**config.mk**
```make
export PLATFORM = sky130hd
export DESIGN_NAME = updown_tmr
export DESIGN_NICKNAME = d
export VERILOG_FILES = /design/src/rtl/tmr_pkg.sv /design/src/rtl/tmr_sync.sv /design/src/rtl/tmr_regs.sv /design/src/rtl/tmr_core.sv /design/src/rtl/updown_tmr.sv
export SDC_FILE = /design/constraint.sdc
export NUM_CORES = 1
export LEC_CHECK = 0
export CAP_MARGIN = 0
export CELL_PAD_IN_SITES_DETAIL_PLACEMENT = 1
export CELL_PAD_IN_SITES_GLOBAL_PLACEMENT = 1
export CORE_MARGIN = 1
export CORE_UTILIZATION = 50
export DETAILED_ROUTE_END_ITERATION = 12
export DONT_BUFFER_PORTS = 1
export PLACE_DENSITY = 0.81
export SLEW_MARGIN = 0
export SYNTH_ARGS = -nofsm -noshare
export SYNTH_HDL_FRONTEND = slang
export SYNTH_SLANG_ARGS = --single-unit
export TNS_END_PERCENT = 50
```
**constraint.sdc**
```tcl
create_clock -name clk -period 7.4 [get_ports clk]
set_input_delay 0.74 -clock clk [delete_from_list [all_inputs] [get_ports clk]]
set_output_delay 0.74 -clock clk [all_outputs]
set_load 0.03 [all_outputs]
```
**src/rtl/tmr_pkg.sv**
```systemverilog
// Package: shared configuration type and register addresses for the
// up/down timer/counter. Assumes a byte-wide register port.
package tmr_pkg;

    // Configuration fields; the packed order gives the address 0 bit layout
    // (clk_ext is bit 0) and out_inv sits in address 1 bit 0.
    typedef struct packed {
        logic out_inv;   // terminal-count output active-low
        logic dir_inv;   // direction pin active-low
        logic gate_inv;  // gate pin active-low
        logic clk_inv;   // count clock pin counts on falling edges
        logic sw_up;     // register direction: 1 = up
        logic sw_gate;   // register gate: 1 = open
        logic dir_hw;    // direction from pin
        logic gate_hw;   // gate from pin
        logic clk_ext;   // count clock from pin
    } tmr_cfg_t;

    localparam logic [1:0] ADR_CFG_LO = 2'd0;
    localparam logic [1:0] ADR_CFG_HI = 2'd1;
    localparam logic [1:0] ADR_CNT_LO = 2'd2;
    localparam logic [1:0] ADR_CNT_HI = 2'd3;

endpackage

```
**src/rtl/tmr_sync.sv**
```systemverilog
// Module: tmr_sync
// Brings one asynchronous pin into the clk domain through STAGES flops
// and applies the polarity select, giving an active-high level.
// Assumes the pin stays stable for at least STAGES+1 clk cycles.
module tmr_sync #(
    parameter int STAGES = 2
) (
    input  logic clk,
    input  logic rst_n,
    input  logic pin_i,
    input  logic inv_i,
    output logic level_o
);
    logic [STAGES-1:0] chain_q;

    // Shift the pin through the synchronizer chain.
    always_ff @(posedge clk) begin
        if (!rst_n) chain_q <= '0;
        else        chain_q <= {chain_q[STAGES-2:0], pin_i};
    end

    // Polarity correction after synchronization.
    assign level_o = chain_q[STAGES-1] ^ inv_i;
endmodule

```
**src/rtl/tmr_regs.sv**
```systemverilog
// Module: tmr_regs
// Byte-wide register port: configuration, two-step load, and snapshot
// readback of the count. Assumes CNT_W == 2*BUS_W and BUS_W == 8.
module tmr_regs
    import tmr_pkg::*;
#(
    parameter int CNT_W = 16,
    parameter int BUS_W = 8
) (
    input  logic             clk,
    input  logic             rst_n,
    input  logic             wr_i,
    input  logic             rd_i,
    input  logic [1:0]       addr_i,
    input  logic [BUS_W-1:0] wdata_i,
    input  logic [CNT_W-1:0] count_i,
    output tmr_cfg_t         cfg_o,
    output logic             load_en_o,
    output logic [CNT_W-1:0] load_val_o,
    output logic [BUS_W-1:0] rdata_o
);
    localparam int HI_W = CNT_W - BUS_W;

    tmr_cfg_t         cfg_q;
    logic [BUS_W-1:0] stage_lo_q;
    logic [CNT_W-1:0] snap_q;

    // Configuration and staged low byte writes.
    always_ff @(posedge clk) begin
        if (!rst_n) begin
            cfg_q      <= '0;
            stage_lo_q <= '0;
        end else if (wr_i) begin
            case (addr_i)
                ADR_CFG_LO: cfg_q[7:0]   <= wdata_i[7:0];
                ADR_CFG_HI: cfg_q.out_inv <= wdata_i[0];
                ADR_CNT_LO: stage_lo_q   <= wdata_i;
                default:    ;
            endcase
        end
    end

    // Load fires on the high-byte write.
    assign load_en_o  = wr_i && (addr_i == ADR_CNT_HI);
    assign load_val_o = {wdata_i[HI_W-1:0], stage_lo_q};

    // Registered read mux; a low-byte read also captures the snapshot.
    always_ff @(posedge clk) begin
        if (!rst_n) begin
            rdata_o <= '0;
            snap_q  <= '0;
        end else if (rd_i) begin
            case (addr_i)
                ADR_CFG_LO: rdata_o <= cfg_q[7:0];
                ADR_CFG_HI: rdata_o <= BUS_W'(cfg_q.out_inv);
                ADR_CNT_LO: begin
                    rdata_o <= count_i[BUS_W-1:0];
                    snap_q  <= count_i;
                end
                default:    rdata_o <= BUS_W'(snap_q[CNT_W-1:BUS_W]);
            endcase
        end
    end

    assign cfg_o = cfg_q;
endmodule

```
**src/rtl/tmr_core.sv**
```systemverilog
// Module: tmr_core
// Counting engine: load, gated up/down step, modulo wrap and the
// registered terminal-count pulse with output polarity.
// Assumes tick_i is a one-cycle enable in the clk domain.
module tmr_core #(
    parameter int CNT_W = 16
) (
    input  logic             clk,
    input  logic             rst_n,
    input  logic             tick_i,
    input  logic             gate_i,
    input  logic             up_i,
    input  logic             load_en_i,
    input  logic [CNT_W-1:0] load_val_i,
    input  logic             out_inv_i,
    output logic [CNT_W-1:0] count_o,
    output logic             tc_raw_o,
    output logic             tc_o
);
    localparam logic [CNT_W-1:0] MAX_CNT = '1;

    logic step;
    logic wrap;

    assign step = tick_i && gate_i && !load_en_i;
    assign wrap = up_i ? (count_o == MAX_CNT) : (count_o == '0);

    // Count register: load wins, otherwise step up or down.
    always_ff @(posedge clk) begin
        if (!rst_n)         count_o <= '0;
        else if (load_en_i) count_o <= load_val_i;
        else if (step)      count_o <= up_i ? count_o + 1'b1 : count_o - 1'b1;
    end

    // Terminal-count pulse, aligned with the wrapped count.
    always_ff @(posedge clk) begin
        if (!rst_n) tc_raw_o <= 1'b0;
        else        tc_raw_o <= step && wrap;
    end

    assign tc_o = tc_raw_o ^ out_inv_i;
endmodule

```
**src/rtl/updown_tmr.sv**
```systemverilog
// Module: updown_tmr
// Top of the programmable up/down timer/counter: synchronizes the three
// pins, selects sources, detects count-clock edges and ties the register
// port to the counting engine. Assumes clk >= 4x the external count clock.
module updown_tmr
    import tmr_pkg::*;
#(
    parameter int CNT_W     = 16,
    parameter int BUS_W     = 8,
    parameter int SYNC_STG  = 2
) (
    input  logic             clk,
    input  logic             rst_n,
    input  logic             ext_clk_i,
    input  logic             ext_gate_i,
    input  logic             ext_dir_i,
    input  logic             bus_wr_i,
    input  logic             bus_rd_i,
    input  logic [1:0]       bus_addr_i,
    input  logic [BUS_W-1:0] bus_wdata_i,
    output logic [BUS_W-1:0] bus_rdata_o,
    output logic             tc_o
);
    localparam int N_PINS = 3;

    tmr_cfg_t         cfg;
    logic [N_PINS-1:0] pins, invs, levels;
    logic             clk_prev_q;
    logic             ext_rise;
    logic             tick, gate_on, up_on;
    logic             load_en;
    logic [CNT_W-1:0] load_val;
    logic [CNT_W-1:0] count_q;
    logic             tc_raw;

    assign pins = {ext_dir_i, ext_gate_i, ext_clk_i};
    assign invs = {cfg.dir_inv, cfg.gate_inv, cfg.clk_inv};

    // One synchronizer per external pin.
    for (genvar g = 0; g < N_PINS; g++) begin : g_sync
        tmr_sync #(.STAGES(SYNC_STG)) i_sync (
            .clk    (clk),
            .rst_n  (rst_n),
            .pin_i  (pins[g]),
            .inv_i  (invs[g]),
            .level_o(levels[g])
        );
    end

    // Remember the previous count-clock level for edge detection.
    always_ff @(posedge clk) begin
        if (!rst_n) clk_prev_q <= 1'b0;
        else        clk_prev_q <= levels[0];
    end

    assign ext_rise = levels[0] && !clk_prev_q;
    assign tick     = cfg.clk_ext ? ext_rise  : 1'b1;
    assign gate_on  = cfg.gate_hw ? levels[1] : cfg.sw_gate;
    assign up_on    = cfg.dir_hw  ? levels[2] : cfg.sw_up;

    tmr_regs #(.CNT_W(CNT_W), .BUS_W(BUS_W)) i_regs (
        .clk       (clk),
        .rst_n     (rst_n),
        .wr_i      (bus_wr_i),
        .rd_i      (bus_rd_i),
        .addr_i    (bus_addr_i),
        .wdata_i   (bus_wdata_i),
        .count_i   (count_q),
        .cfg_o     (cfg),
        .load_en_o (load_en),
        .load_val_o(load_val),
        .rdata_o   (bus_rdata_o)
    );

    tmr_core #(.CNT_W(CNT_W)) i_core (
        .clk       (clk),
        .rst_n     (rst_n),
        .tick_i    (tick),
        .gate_i    (gate_on),
        .up_i      (up_on),
        .load_en_i (load_en),
        .load_val_i(load_val),
        .out_inv_i (cfg.out_inv),
        .count_o   (count_q),
        .tc_raw_o  (tc_raw),
        .tc_o      (tc_o)
    );
endmodule

```
; ---- Yosys cells after proc, flatten, opt, wreduce, memory -nomap -nowiden
; Index checks and enable logic that the tools add are counted.
[word_totals]
regBits = 65
latchBits = 0
ramBits = 0
mem_bits_ro = 0
input_bits = 17
output_inout_bits = 9
word_cells = 50
memories = 0
[classes]
n_addsub = 2
n_mul = 0
div_mod_pow = 0
order_cmp = 0
eq_ne = 4
shift = 0
n_mux = 8
bitwise_logic = 4
n_reduce_logical = 14
[op_table]
columns = operator, n
row1 = $mux W16, 3
row2 = $pmux W8 S3, 1
row3 = $add A16 B1 Y16 const B, 1
row4 = $eq A16 B16 Y1 const B, 1
row5 = $logic_not A16 Y1, 1
row6 = $sub A16 B1 Y16 const B, 1
row7 = $reduce_and A2 Y1, 4
row8 = $logic_and A1 B1 Y1, 5
row9 = $eq A2 B2 Y1 const B, 2
row10 = $mux W1, 4
row11 = $xor A1 B1 Y1, 4
row12 = $eq A2 B1 Y1 const B, 1
row13 = $logic_not A1 Y1, 2
row14 = $logic_not A2 Y1, 1
row15 = $reduce_bool A2 Y1, 1

; ---- Logic depth before layout (Yosys ltp)
[logic_depth]
ltp_word = 7
depth_mapped = 13
ltp_nobuf = 10

; ---- Hierarchy
; Synthesis repeated with hierarchy kept, for this count alone.
[unflattened]
cells_unflattened = 378
hier_area_um2 = 3368.2
[by_module_without_submodules]
columns = module, instances, cells_per_inst, area_each_um2, seq_area_each_um2
row1 = tmr_core, 1, 212, 1635.3, 340.3
row2 = tmr_regs, 1, 145, 1483.9, 660.6
row3 = tmr_sync, 3, 5, 61.3, 40.0
row4 = updown_tmr, 1, 6, 65.1, 20.0

; ---- Least setup slack after synthesis
; OpenSTA, ideal clock, no wires.
[synth_timing]
path_type = register to register
start = reg i_regs.cfg_q, in the netlist i_regs.cfg_o[7]
end = reg i_core.count_o[14]
setup_time_ps = 86
arrival_time_ps = 2502
required_ps = 7314
setup_slack_ps = 4813
stages_incl_launch_ff = 13
path_buffers = 2
period_less_slack_ps = 2587
path_cell_list = dfxtp_1 -> xnor2_1 -> a21oi_2 -> buf_4 -> xnor2_1 -> ha_1 -> clkbuf_1 -> or3_1 -> nor4_1 -> o211ai_1 -> a221oi_2 -> xnor2_1 -> a211oi_1
[synth_via]
elab_chain_len = 5
[synth_lines]
columns = element, line_no
row1 = "start, declared", tmr_regs.sv:24  ; tmr_cfg_t cfg_q;
row2 = $xor A1 B1 Y1, tmr_sync.sv:23  ; assign level_o = chain_q[STAGES-1] ^ inv_i;
row3 = $mux W1, updown_tmr.sv:59  ; assign up_on = cfg.dir_hw ? levels[2] : cfg.sw_up;
row4 = $mux W16 (2 in series), tmr_core.sv:32  ; else if (step) count_o <= up_i ? count_o + 1'b1 : count_o - 1'b1;
row5 = $mux W16, tmr_core.sv:31  ; else if (load_en_i) count_o <= load_val_i;
row6 = "end signal, assigned", tmr_core.sv:31
row7 = "end signal, assigned", tmr_core.sv:32
row8 = "end, declared", tmr_core.sv:16  ; output logic [CNT_W-1:0] count_o,
; No other way between the ends. The select of a mux whose other input is x is not followed.
; A chain may end at the register's enable or synchronous reset.

; ---- Final worst setup path
[layout_timing]
start = reg i_regs.cfg_q, in the netlist i_regs.cfg_o[2]
end = reg i_core.count_o[14]
[layout_via]
elab_chain_len = 4
[layout_lines]
columns = element, line_no
row1 = $mux W1, updown_tmr.sv:59
row2 = $mux W16 (2 in series), tmr_core.sv:32
row3 = $mux W16, tmr_core.sv:31
; No other way between the ends. The select of a mux whose other input is x is not followed.

==> metrics.cfg <==
[setup_path]
r2r_setup_slack_ns = 4.25
path_class = reg2reg
required_ns = 7.65
crit_arrival_ns = 3.40
cp-end-kind = flip-flop
start_kind = flip-flop
worstReg2RegEnd = i_core.count_o[14]$_SDFFE_PN0P_
r2r_start = i_regs.cfg_o[2]$_SDFFE_PN0P_
rr_worst_depth = 10
path_max_fanout = 16
crit_path_end = i_core.count_o[14]$_SDFFE_PN0P_
startpoint = i_regs.cfg_o[2]$_SDFFE_PN0P_

[logic_synthesis]
yosys.area.top_type_share_pct = 38.7
syn_nets = 393
yosysWarnings = 0
synth-seq-area-share_pct = 38.7
synth_flop_cell = dfxtp_1
synth_area_um2 = 2950
synth_commonest_cells = dfxtp_1 (57), nand2_1 (55), a21oi_1 (48), nor2_1 (35), clkbuf_1 (24)
async_flop_share_pct = 0
synth_seq_cells = 57
yosysMostFrequentCell = dfxtp_1
syn_inst = 375
synth_edf_count = 0
synth_area_leaders = dfxtp_1 (39%), a21oi_1 (8.1%), nand2_1 (7.0%)
synth_cell_type_count = 50
yosys.area.top_type = dfxtp_1
avgSynthCellArea_um2 = 7.87

[sta]
fin_tns_setup_ns = 0
setup_viol = 0
timing.fmax_ghz = 0.318
tightest_slew_ns = 0.881
finalClockSkew_ns = 0.0113
maxSlewHeadroom_pct = 41.2
finalCritPeriodShare_pct = 42.5
rsz0062_at_grt = no
finalMaxSlewViolations = 0
fin_crit_ns = 3.15
setup_ws_ns = 4.25
hold_viol = 0

[pwr]
leakage_nw = 1.06
switchingPower_mw = 0.227
p_clk_share_pct = 41.8
p_seq_share_pct = 44.3
internal_power_mw = 0.570
cellPowerDensity_nw_per_um2 = 255
ir_drop_mv = 0.139
switching_share_pct = 28.5
combinationalPowerShare_pct = 13.8

[clocking]
clk_path_buf_depth = 2
postCtsHoldBufs = 0
cts_tree = done
cts_sinks = 57
cts_made_buffers = 9
insertion_delay_ns = 0.34
clkTransAtPathRegs_ns = 0.07
cts_root_buf = clkbuf_8
post_cts_buffers = 0
cts-resized-gates = 0
htree_levels = 3

[global_route]
gr-usage-all-layers_pct = 30.4
grt_pass1_wl_um = 14200
first_global_vias = 2780
grt_overflow_total = 0
grt_max_degree = 44
antenna_found_initial = 0

[floorplan]
io_pins = 26
dieArea_um2 = 6210
die_width_um = 78.8
die_h_um = 78.8
rows = 27
initial_core_util_pct = 52.6
core_area_um2 = 5610

[route]
viasPerCell = 6.34
first_pass_iters = 4
vias = 2739
wire_per_inst_um = 20.7
first_iter_violations = 212
wirelength_um = 8940
drc_errors = 0
drt.antenna.violating_nets = 0

[worst_hold_path]
hold_class = reg2reg
min_from = i_regs.stage_lo_q[5]$_SDFFE_PN0P_
worstHoldPathCells = 2

[final_layout]
antenna_cells = 0
finalNetCount = 373
postLayoutCellArea_um2 = 3130
syn2layout_area_growth_pct = 5.98
drive_gt1_share_pct = 7.78

[outcome]
outcome = completed

[placement]
dp_hpwl_um = 6140
placed_area_um2 = 2900
pre_cts_ws_ns = 4.33
io_buffer_count = 0
gp_congestion = 0.925

[run]
drv_cap = 0

[state kept, by name, indices dropped and copies added (netlist names)]
signal,count
i_core.tc_raw_o,1
i_regs.stage_lo_q,8
i_regs.snap_q,8
clk_prev_q,1
i_core.count_o,16
i_regs.cfg_o,9
g_sync.i_sync.chain_q,6
i_regs.rdata_o,8
[final cells by class]
cell class,count,area (um2)
clock buffers,10,138
clock inverters,6,90.1
fillers,709,2480
inverters,3,11.3
multi-input cells,282,1640
flip-flops and latches,57,1140
well taps,72,90.1
repair buffers,2,15.0
[per-layer routing]
layer | part of all wire, % | GRT usage [%] | wire length [um]
met5 | 0 | 0 | 0
met4 | 3.7 | 16.0 | 329
met3 | 6.6 | 5.52 | 594
met2 | 47 | 48.3 | 4200
met1 | 43 | 39.2 | 3820
[kinds of logic after synthesis]
logic type	synth area share [%]
simple gates	25.6
compound gates	21.0
flops	38.7
buf+inv	5.68
xor+xnor	5.05
mux	3.60
fa+ha+maj	0.424
[metrics by stage]
| step | std cells | util (%) | total power [mW] | hold WS [ns] |
|---|---|---|---|---|
| after floorplan | 375 | - | 0.447 | 0.412 |
| after global placement | 416 | 51.7 | 0.463 | 0.415 |
| after detailed placement | 416 | 51.7 | 0.466 | 0.442 |
| after CTS | 432 | 55.8 | 0.798 | 0.453 |
| after global routing | 432 | 55.8 | 0.826 | 0.465 |
| final | 432 | 55.8 | 0.796 | 0.454 |
[placed cells by master, fill, tap and decap left out, types with 3 or more instances in the layout]
cell type,n
a211oi_1,10
a21oi_1,48
a22oi_1,7
a31oi_1,3
and2_1,10
and3_1,3
clkbuf_8,10
dfxtp_1,57
mux2_2,3
mux2i_1,5
nand2_1,55
nand3_1,17
nand4_1,5
nor2_1,35
nor3_1,7
nor4_1,4
o211ai_1,3
o21ai_0,11
o22ai_1,3
or3_1,9
xnor2_1,15
[worst min-delay path by stage]
stage,end
CTS,i_regs.stage_lo_q[5]$_SDFFE_PN0P_
floorplan,g_sync[0].i_sync.chain_q[1]$_SDFF_PN0_
detailed placement,g_sync[0].i_sync.chain_q[1]$_SDFF_PN0_
global route,g_sync[0].i_sync.chain_q[1]$_SDFF_PN0_
finish,i_regs.stage_lo_q[5]$_SDFFE_PN0P_
global placement,g_sync[1].i_sync.chain_q[1]$_SDFF_PN0_
[critical path, stage by stage, from the launching register on]
cell and delay, ns:
dfxtp_1 0.56, nor2_1 0.18, a21oi_2 0.57, xnor2_1 0.13
ha_1 0.32, or3_1 0.37, nor4_1 0.19, o211ai_1 0.17
a221oi_2 0.25, xnor2_1 0.09, a211oi_1 0.23
[power groups by stage]
stage          Clock [mW]  Combinational (mW)  Sequential, mW
2_1_floorplan           0               0.106           0.341
3_3_place_gp            0               0.104           0.359
3_5_place_dp            0               0.107           0.359
4_1_cts             0.336               0.109           0.352
5_1_grt             0.350               0.121           0.355
6_report            0.333               0.110           0.353
Power figures use the tool's default switching activity.
